==> config.mk <==
export PLATFORM = sky130hd
export DESIGN_NAME = flash_wp_gate
export DESIGN_NICKNAME = d
export VERILOG_FILES = /design/src/rtl/fwp_pkg.sv /design/src/rtl/fwp_puw_timer.sv /design/src/rtl/fwp_prot_lookup.sv /design/src/rtl/fwp_cmd_judge.sv /design/src/rtl/flash_wp_gate.sv
export SDC_FILE = /design/constraint.sdc
export NUM_CORES = 1
export LEC_CHECK = 0
export BUFFER_PORTS_ARGS = -buffer_cell sky130_fd_sc_hd__buf_2
export CAP_MARGIN = 15
export CORE_MARGIN = 4
export CORE_UTILIZATION = 40
export CTS_CLUSTER_SIZE = 10
export DETAILED_ROUTE_END_ITERATION = 10
export GPL_TIMING_DRIVEN = 0
export PLACE_DENSITY_LB_ADDON = 0.12
export SYNTH_ARGS = -nofsm -noshare
export SYNTH_HDL_FRONTEND = slang
export SYNTH_HIERARCHICAL = 1
export SYNTH_SLANG_ARGS = --single-unit
export TNS_END_PERCENT = 100
==> constraint.sdc <==
create_clock -name clk -period 9.6 [get_ports clk]
set_input_delay 0.96 -clock clk [delete_from_list [all_inputs] [get_ports clk]]
set_output_delay 0.96 -clock clk [all_outputs]
set_load 0.005 [all_outputs]
==> src/rtl/fwp_pkg.sv <==
package fwp_pkg;

    localparam logic [7:0] OP_STAT_WRITE = 8'h01;
    localparam logic [7:0] OP_PAGE_PROG  = 8'h02;
    localparam logic [7:0] OP_READ       = 8'h03;
    localparam logic [7:0] OP_WR_DISABLE = 8'h04;
    localparam logic [7:0] OP_STAT_READ  = 8'h05;
    localparam logic [7:0] OP_WR_ENABLE  = 8'h06;
    localparam logic [7:0] OP_SECT_ERASE = 8'h20;
    localparam logic [7:0] OP_SEC_WRITE  = 8'h2F;
    localparam logic [7:0] OP_WAKE       = 8'hAB;
    localparam logic [7:0] OP_OTP_ENTER  = 8'hB1;
    localparam logic [7:0] OP_PWR_DOWN   = 8'hB9;
    localparam logic [7:0] OP_OTP_EXIT   = 8'hC1;
    localparam logic [7:0] OP_CHIP_ERASE = 8'hC7;
    localparam logic [7:0] OP_BLK_ERASE  = 8'hD8;

    typedef enum logic [2:0] {
        LK_NONE  = 3'd0,
        LK_PROG  = 3'd1,
        LK_SECT  = 3'd2,
        LK_BLOCK = 3'd3,
        LK_CHIP  = 3'd4
    } launch_kind_e;

    // protection-relevant state seen by the decision logic
    typedef struct packed {
        logic wel;
        logic srwd;
        logic dpd;
        logic otp;
        logic cust;
        logic busy;
    } gate_state_t;

    // outcome of one command
    typedef struct packed {
        logic         accept;
        logic         set_wel;
        logic         clr_wel;
        logic         wr_stat;
        logic         set_dpd;
        logic         clr_dpd;
        logic         set_otp;
        logic         clr_otp;
        logic         set_cust;
        launch_kind_e kind;
    } verdict_t;

    function automatic logic is_known(input logic [7:0] op);
        case (op)
            OP_STAT_WRITE, OP_PAGE_PROG, OP_READ, OP_WR_DISABLE, OP_STAT_READ,
            OP_WR_ENABLE, OP_SECT_ERASE, OP_SEC_WRITE, OP_WAKE, OP_OTP_ENTER,
            OP_PWR_DOWN, OP_OTP_EXIT, OP_CHIP_ERASE, OP_BLK_ERASE: return 1'b1;
            default: return 1'b0;
        endcase
    endfunction

    function automatic logic is_write_cls(input logic [7:0] op);
        case (op)
            OP_WR_ENABLE, OP_STAT_WRITE, OP_PAGE_PROG, OP_SECT_ERASE,
            OP_BLK_ERASE, OP_CHIP_ERASE, OP_SEC_WRITE: return 1'b1;
            default: return 1'b0;
        endcase
    endfunction

    function automatic int unsigned min_bytes(input logic [7:0] op, input int unsigned abytes);
        case (op)
            OP_STAT_WRITE:                         return 2;
            OP_READ, OP_SECT_ERASE, OP_BLK_ERASE:  return 1 + abytes;
            OP_PAGE_PROG:                          return 2 + abytes;
            default:                               return 1;
        endcase
    endfunction

endpackage

==> src/rtl/fwp_puw_timer.sv <==
module fwp_puw_timer #(
    parameter int unsigned CYCLES = 2000
) (
    input  logic clk,
    input  logic rst,
    output logic expired
);
    localparam int unsigned CW = $clog2(CYCLES + 1);

    logic [CW-1:0] cnt_q;

    always_ff @(posedge clk) begin
        if (rst)
            cnt_q <= '0;
        else if (cnt_q != CW'(CYCLES))
            cnt_q <= cnt_q + 1'b1;
    end

    assign expired = (cnt_q == CW'(CYCLES));
endmodule

==> src/rtl/fwp_prot_lookup.sv <==
module fwp_prot_lookup #(
    parameter int unsigned ADDR_W        = 24,
    parameter int unsigned BLK_SHIFT     = 16,
    parameter int unsigned PROT_BLKS [16] = '{0, 1, 2, 4, 8, 16, 32, 64, 128, 256,
                                              512, 1024, 2048, 4096, 8192, 16384}
) (
    input  logic [3:0]                  bp,
    input  logic [ADDR_W-BLK_SHIFT-1:0] blk_idx,
    output logic                        prot_hit,
    output logic                        any_prot
);
    localparam int unsigned NUM_BLOCKS = 1 << (ADDR_W - BLK_SHIFT);

    int unsigned count;
    int unsigned base;

    always_comb begin
        count = PROT_BLKS[bp];
        if (count > NUM_BLOCKS)
            count = NUM_BLOCKS;
        base     = NUM_BLOCKS - count;
        prot_hit = (32'(blk_idx) >= base);
        any_prot = (count != 0);
    end
endmodule

==> src/rtl/fwp_cmd_judge.sv <==
module fwp_cmd_judge
    import fwp_pkg::*;
#(
    parameter int unsigned ADDR_W    = 24,
    parameter int unsigned LEN_W     = 12,
    parameter int unsigned OTP_BYTES = 64
) (
    input  logic              cmd_valid,
    input  logic [7:0]        op,
    input  logic [LEN_W-1:0]  bits,
    input  logic [ADDR_W-1:0] addr,
    input  logic              wprot_n,
    input  gate_state_t       st,
    input  logic              puw_done,
    input  logic              fact_lock,
    input  logic              prot_hit,
    input  logic              any_prot,
    output verdict_t          v
);
    localparam int unsigned ABYTES = (ADDR_W + 7) / 8;

    logic len_ok;
    logic otp_in_range;
    logic hw_lock;

    always_comb begin
        len_ok       = ((bits & LEN_W'(7)) == '0) &&
                       (32'(bits >> 3) >= min_bytes(op, ABYTES));
        otp_in_range = (32'(addr) < OTP_BYTES);
        hw_lock      = st.srwd & ~wprot_n;

        v      = '0;
        v.kind = LK_NONE;

        if (!cmd_valid || !len_ok || !is_known(op)) begin
            v = '0;
        end else if (st.dpd) begin
            if (op == OP_WAKE) begin
                v.accept  = 1'b1;
                v.clr_dpd = 1'b1;
            end
        end else if (st.busy) begin
            if (op == OP_STAT_READ)
                v.accept = 1'b1;
        end else if (is_write_cls(op) && !puw_done) begin
            v = '0;
        end else begin
            case (op)
                OP_WR_ENABLE: begin
                    v.accept  = 1'b1;
                    v.set_wel = 1'b1;
                end
                OP_WR_DISABLE: begin
                    v.accept  = 1'b1;
                    v.clr_wel = 1'b1;
                end
                OP_STAT_WRITE: begin
                    if (st.wel && !hw_lock) begin
                        v.accept  = 1'b1;
                        v.wr_stat = 1'b1;
                        v.clr_wel = 1'b1;
                    end
                end
                OP_PAGE_PROG: begin
                    if (st.wel) begin
                        if (st.otp) begin
                            if (!fact_lock && !st.cust && otp_in_range) begin
                                v.accept = 1'b1;
                                v.kind   = LK_PROG;
                            end
                        end else if (!prot_hit) begin
                            v.accept = 1'b1;
                            v.kind   = LK_PROG;
                        end
                    end
                end
                OP_SECT_ERASE: begin
                    if (st.wel && !st.otp && !prot_hit) begin
                        v.accept = 1'b1;
                        v.kind   = LK_SECT;
                    end
                end
                OP_BLK_ERASE: begin
                    if (st.wel && !st.otp && !prot_hit) begin
                        v.accept = 1'b1;
                        v.kind   = LK_BLOCK;
                    end
                end
                OP_CHIP_ERASE: begin
                    if (st.wel && !st.otp && !any_prot) begin
                        v.accept = 1'b1;
                        v.kind   = LK_CHIP;
                    end
                end
                OP_PWR_DOWN: begin
                    v.accept  = 1'b1;
                    v.set_dpd = 1'b1;
                end
                OP_OTP_ENTER: begin
                    v.accept  = 1'b1;
                    v.set_otp = 1'b1;
                end
                OP_OTP_EXIT: begin
                    v.accept  = 1'b1;
                    v.clr_otp = 1'b1;
                end
                OP_SEC_WRITE: begin
                    if (st.wel) begin
                        v.accept   = 1'b1;
                        v.set_cust = 1'b1;
                    end
                end
                default: v.accept = 1'b1; // read, status read, signature read
            endcase
        end
    end
endmodule

==> src/rtl/flash_wp_gate.sv <==
module flash_wp_gate
    import fwp_pkg::*;
#(
    parameter int unsigned ADDR_W        = 24,
    parameter int unsigned BLK_SHIFT     = 16,
    parameter int unsigned LEN_W         = 12,
    parameter int unsigned PUW_CYCLES    = 2000,
    parameter int unsigned OTP_BYTES     = 64,
    parameter int unsigned PROT_BLKS [16] = '{0, 1, 2, 4, 8, 16, 32, 64, 128, 256,
                                              512, 1024, 2048, 4096, 8192, 16384}
) (
    input  logic              clk,
    input  logic              rst,
    input  logic              cmd_valid,
    input  logic [7:0]        cmd_op,
    input  logic [LEN_W-1:0]  cmd_bits,
    input  logic [ADDR_W-1:0] cmd_addr,
    input  logic [7:0]        cmd_wdata,
    input  logic              wprot_n,
    input  logic              otp_factory_lock,
    input  logic              op_done,
    output logic              accept,
    output logic [2:0]        launch_kind,
    output logic [ADDR_W-1:0] launch_addr,
    output logic              launch_otp,
    output logic [7:0]        stat_reg,
    output logic [1:0]        sec_reg,
    output logic              deep_pd,
    output logic              otp_mode,
    output logic              wr_ready
);
    logic              wel_q, srwd_q, dpd_q, otp_q, cust_q, busy_q;
    logic [3:0]        bp_q;
    logic              accept_q;
    launch_kind_e      kind_q;
    logic [ADDR_W-1:0] laddr_q;
    logic              lotp_q;

    gate_state_t st;
    verdict_t    vd;
    logic        puw_done, prot_hit, any_prot;
    logic        unused_wdata;

    assign unused_wdata = ^{cmd_wdata[6], cmd_wdata[1:0]};

    always_comb begin
        st = '{wel: wel_q, srwd: srwd_q, dpd: dpd_q,
               otp: otp_q, cust: cust_q, busy: busy_q};
    end

    fwp_puw_timer #(.CYCLES(PUW_CYCLES)) u_timer (
        .clk     (clk),
        .rst     (rst),
        .expired (puw_done)
    );

    fwp_prot_lookup #(
        .ADDR_W    (ADDR_W),
        .BLK_SHIFT (BLK_SHIFT),
        .PROT_BLKS (PROT_BLKS)
    ) u_lookup (
        .bp       (bp_q),
        .blk_idx  (cmd_addr[ADDR_W-1:BLK_SHIFT]),
        .prot_hit (prot_hit),
        .any_prot (any_prot)
    );

    fwp_cmd_judge #(
        .ADDR_W    (ADDR_W),
        .LEN_W     (LEN_W),
        .OTP_BYTES (OTP_BYTES)
    ) u_judge (
        .cmd_valid (cmd_valid),
        .op        (cmd_op),
        .bits      (cmd_bits),
        .addr      (cmd_addr),
        .wprot_n   (wprot_n),
        .st        (st),
        .puw_done  (puw_done),
        .fact_lock (otp_factory_lock),
        .prot_hit  (prot_hit),
        .any_prot  (any_prot),
        .v         (vd)
    );

    always_ff @(posedge clk) begin
        if (rst) begin
            wel_q    <= 1'b0;
            srwd_q   <= 1'b0;
            dpd_q    <= 1'b0;
            otp_q    <= 1'b0;
            cust_q   <= 1'b0;
            busy_q   <= 1'b0;
            bp_q     <= '0;
            accept_q <= 1'b0;
            kind_q   <= LK_NONE;
            laddr_q  <= '0;
            lotp_q   <= 1'b0;
        end else begin
            accept_q <= vd.accept;
            kind_q   <= vd.kind;

            // completion of an array operation drops busy and the latch
            if (busy_q && op_done) begin
                busy_q <= 1'b0;
                wel_q  <= 1'b0;
            end

            if (vd.set_wel) wel_q <= 1'b1;
            if (vd.clr_wel) wel_q <= 1'b0;
            if (vd.wr_stat) begin
                bp_q   <= cmd_wdata[5:2];
                srwd_q <= cmd_wdata[7];
            end
            if (vd.set_dpd)  dpd_q  <= 1'b1;
            if (vd.clr_dpd)  dpd_q  <= 1'b0;
            if (vd.set_otp)  otp_q  <= 1'b1;
            if (vd.clr_otp)  otp_q  <= 1'b0;
            if (vd.set_cust) cust_q <= 1'b1;

            if (vd.kind != LK_NONE) begin
                busy_q  <= 1'b1;
                laddr_q <= cmd_addr;
                lotp_q  <= otp_q;
            end
        end
    end

    assign accept      = accept_q;
    assign launch_kind = kind_q;
    assign launch_addr = laddr_q;
    assign launch_otp  = lotp_q;
    assign stat_reg    = {srwd_q, 1'b0, bp_q, wel_q, busy_q};
    assign sec_reg     = {cust_q, otp_factory_lock};
    assign deep_pd     = dpd_q;
    assign otp_mode    = otp_q;
    assign wr_ready    = puw_done;
endmodule

# == Yosys cells after proc, flatten, opt, wreduce, memory -nomap -nowiden ==
# Memories as Yosys holds them, arrays and structs flattened.
# Index checks and enable logic that the tools add are counted.
# word_totals
register_bits,50
mem_bits_ro,512
inputBits,58
out_inout_bits,42
n_memories,1
# mem_list
memory,depth,word_bits,read_ports,rd_ports_with_merged_regs,wr,line_no,text
(name not given),16,32,1,0,0,fwp_prot_lookup.sv:18,count = PROT_BLKS[bp];
# classes
add_sub_neg,2
n_lt_le_gt_ge,5
n_eq_ne,16
n_mux,48
n_bitwise,3
reduce_logical,34
# ops
operator,count
32-bit two-way mux,3
8-bit equality test (second input constant),6
8-bit by 32-bit >= comparator with 1-bit output,1
32-bit by 9-bit > comparator with 1-bit output (second input constant),1
32-bit nonzero test,1
9-bit by 32-bit subtractor with 32-bit output (first input constant),1
1-bit two-way mux,29
8-bit by 3-bit equality test with 1-bit output (second input constant),3
24-bit by 7-bit < comparator with 1-bit output (second input constant),1
11-bit two-way mux,2
8-bit by 2-bit equality test with 1-bit output (second input constant),2
8-bit by 6-bit equality test with 1-bit output (second input constant),2
14-bit OR reduction,1
12-bit zero test,1
6-bit two-way mux,2
3-bit one-hot mux with 4 select lines,1
11-bit by 1-bit adder with 11-bit output (second input constant),1
11-bit equality test (second input constant),1
11-bit inequality test (second input constant),1
1-bit zero test,10
2-bit OR reduction,5
9-bit by 3-bit >= comparator with 1-bit output,1
1-bit logical AND,9
3-bit two-way mux,3
other kinds (16),20

# == Depth between registers and ports, before layout ==
# depth
ltp_word,18
ltp_mapped,22
mapped_depth_nobuf,19

# == Hierarchy ==
# Netlist, hierarchy kept.
# modules_own_cells
module,n_inst,cells_each,area_per_inst_um2,seq_area_each_um2
flash_wp_gate,1,167,1637.8,780.7
fwp_cmd_judge,1,101,720.7,0.0
fwp_puw_timer,1,61,521.8,220.2
fwp_prot_lookup,1,53,374.1,0.0

# == Worst setup path after synthesis ==
# OpenSTA, ideal clock, no wires.
# synth_timing
path_kind,reg-to-reg
from,register bp_q[3]
to,register laddr_q[3] (netlist: launch_addr[3])
setup_time_ns,0.070
arrival_time_ns,4.068
required_ns,9.530
slack_ns,5.461
path_stages_with_launch,23
path_buffers,3
period_less_slack_ns,4.139
path_cell_list,dfxtp_1 -> clkbuf_1 -> nand2b_1 -> nor3_1 -> inv_1 -> ha_1 -> inv_1 -> nand2_1 -> o32ai_1 -> ha_1 -> o21ai_0 -> a21oi_1 -> o41ai_1 -> a21oi_1 -> or3b_1 -> or4_1 -> o21ai_0 -> nand2_1 -> nor2_1 -> buf_2 -> buf_2 -> o31ai_1 -> a21oi_1
# synth_rtl
element,line_no,text
start: declaration,flash_wp_gate.sv:33,logic [3:0] bp_q;
start signal: assignment,flash_wp_gate.sv:112,bp_q <= cmd_wdata[5:2];
end signal: assignment,flash_wp_gate.sv:123,laddr_q <= cmd_addr;
end: declaration,flash_wp_gate.sv:36,logic [ADDR_W-1:0] laddr_q;

==> results.tsv <==
metric	value	unit
port buffer count	94	
Lkg Pwr	1.65	nW
Avg Cell Area, Syn	8.52	um^2
Final GP Congestion	0.770	
CTS tree	built	
Final Total Pwr	0.379	mW
commonest non-fill, non-tap cell in the layout	buf_2	
pin count of the biggest net entering global routing	16	
Least-Margin Pin Slew	0.599	ns
TNS Setup	0	ns
Synth Flop Type	dfxtp_1	
Cells after Synth	382	
initial DRC count	133	
post-synthesis mux area share	0.0215	
startpoint class of the critical path	flip-flop	
initial antenna violation count	0	
Syn. warnings	6	
Crit Path Max Fanout	10	
Layout Nets	556	
Core Util, Final	0.504	
# setup viols final	0	
DRT Pass-1 Iters	4	
Hold WS	0.506	ns
Detail Route Antenna Nets	0	
share of synthesized registers carrying an async set or reset	0	
Synth Area in Adders	0.0577	
post-CTS setup buffers	0	
layout cell share with drive strength beyond 1	0.281	
Tcrit/Tclk final	0.532	
clock buffer depth	2	
clk root buf	clkbuf_8	
worst min path class	flip-flop to flip-flop	
placed insts	578	
commonest cells after routing, fill and taps aside	buf_2, dfxtp_1, a21oi_1, nor2_1, o31ai_1	
number of H-tree levels	2	
CP endpoint kind	flip-flop	
clk_skew	0.0120	ns
HPWL Detailed	6.85	mm
global route overflow	0	
Distinct cells, synth	66	
number of flops mapped to enable cells by yosys	0	
dpl cell area	3850	um^2
post-synthesis xor/xnor area fraction	0.0242	
core area	7810	um^2
sequential area share after synthesis	0.308	
MaxCap Viol Count	0	
hold-fix buffers at CTS	0	
# rows	32	
Hold Violations, Final	0	
DIE WIDTH	98.2	um
global-route usage over all layers	0.181	
Max VDD drop	0.102	mV
Slew headroom	0.594	
CP required	9.84	ns
Die H	98.2	um
initial core utilization	0.417	
Clock Latency Late Sink	0.31	ns
Fmax	196	MHz
P&R area growth vs syn	21.0	%
Via Count	3204	
unrepaired setup endpoints after global routing	no	
Tmin final	5.11	ns
syn nets	455	
pre-CTS setup slack	4.62	ns
# diodes	0	
power per standard cell area	96.1	nW/um^2
CTS Sinks	50	
FF+latch count, synth	50	
wire length per cell	15.3	um
CTS clock-pin slew for the worst setup and hold paths	0.10	ns
CP Data Arrival Time	5.34	ns
DIE AREA	9640	um^2
CTS Buf Count	5	
DRC violations left	0	
run status	finished, final reports clean	
top-level I/O count	100	
Post-Synth Simple-Gate Area	0.319	
vias in the first global route	3028	
largest family of logic cells by synthesized area	simple AND/OR/NAND/NOR gates	
final wirelength	8.99	mm
Design Area, Final	3940	um^2
fin. max-slew vios	0	
post-layout worst setup margin	4.49	ns
post-synthesis compound-gate area fraction	0.193	
CTS-repair resized insts	0	
fin cells	586	
mapped cell area	3250	um^2
CP Class	flip-flop to flip-flop	
first-pass GRT wire length	14.6	mm
Via density	5.47	
final timing paths:
kind                     from               end  slack (ns)  cells past startpoint
max reg2reg           bp_q[3]    launch_addr[5]        4.49                     22
min          u_timer/cnt_q[5]  u_timer/cnt_q[5]        0.51                      2
max                   bp_q[3]    launch_addr[5]        4.49                     22
min reg2reg  u_timer/cnt_q[5]  u_timer/cnt_q[5]        0.51                      2
synthesized netlist by cell type, types with 3 or more instances:
library cell  instances  area [um^2]
mux2i_1               7         70.1
a31oi_1               3         18.8
a21oi_1              39          195
nor2_1               32          120
buf_4                 9         67.6
clkbuf_2              3         15.0
xnor2_1               7         61.3
or4b_1               25          250
dfxtp_1              50         1000
nor4_1                5         31.3
nor4b_1               3         26.3
buf_2                 8         40.0
nor3_1                8         40.0
or4_1                 4         30.0
nand3_1              10         50.1
nand3b_1              4         30.0
inv_1                13         48.8
nand2b_1              5         31.3
o31ai_1              26          195
and4bb_1              3         37.5
o21ai_0               5         25.0
or3_4                 3         33.8
nor2b_1               8         50.1
nor3_2                4         40.0
nand2_1              16         60.1
nand4b_1              3         26.3
and2_1                3         18.8
clkbuf_1             15         56.3
ha_1                 15          188
power by group:
part | leakage, nW | internal, mW | total, mW | switching [mW]
logic | 1.21 | 0.0195 | 0.0422 | 0.0227
clock network | 0.0452 | 0.0517 | 0.127 | 0.0749
registers | 0.403 | 0.208 | 0.210 | 0.00148
routing by layer:
layer | vias up | global-route usage | part of all wire
met4 | 0 | 0.0410 | 0.0075
met3 | 7 | 0.0450 | 0.065
li1 | 1631 | - | -
met2 | 95 | 0.283 | 0.45
met5 | - | 0 | 0
met1 | 1471 | 0.251 | 0.48
worst max-delay path, cell delays in order (launching register included):
cell and delay, ns:
dfxtp_1 0.33, clkbuf_1 0.22, nand2b_1 0.24, nor3_1 0.26, inv_1 0.08, ha_1 0.23
inv_1 0.14, nand2_1 0.10, o32ai_1 0.35, ha_1 0.30, o21ai_0 0.14, a21oi_1 0.09
o41ai_1 0.06, a21oi_1 0.11, or3b_1 0.39, or4_1 0.47, o21ai_0 0.21, nand2_1 0.07
nor2_1 0.39, buf_2 0.31, buf_2 0.25, o31ai_1 0.11, a21oi_1 0.16
layout make-up:
| cell class | instances | area [um^2] |
|---|---|---|
| Tap cell | 102 | 128 |
| Clock buffer | 6 | 72.6 |
| Fill cell | 799 | 3870 |
| Clock inverter | 2 | 13.8 |
| Sequential cell | 50 | 1000 |
| Buffer | 37 | 194 |
| Timing Repair Buffer | 94 | 470 |
| Inverter | 13 | 48.8 |
| Multi-Input combinational cell | 282 | 2010 |
state kept, by name, indices dropped and copies added, names as in the netlist:
name           count
accept             1
deep_pd            1
otp_mode           1
busy_q             1
launch_addr       24
wel_q              1
cust_q             1
launch_otp         1
srwd_q             1
u_timer/cnt_q     11
bp_q               4
launch_kind        3
kinds of logic after synthesis:
family / after synthesis
AO/OA/AOI/OAI: 95
XOR/XNOR: 9
adder cells (fa/ha/maj): 15
buffers and inverters: 50
flip-flops: 50
multiplexers: 7
other: 2
AND/OR/NAND/NOR: 154
Power figures use the tool's default switching activity.
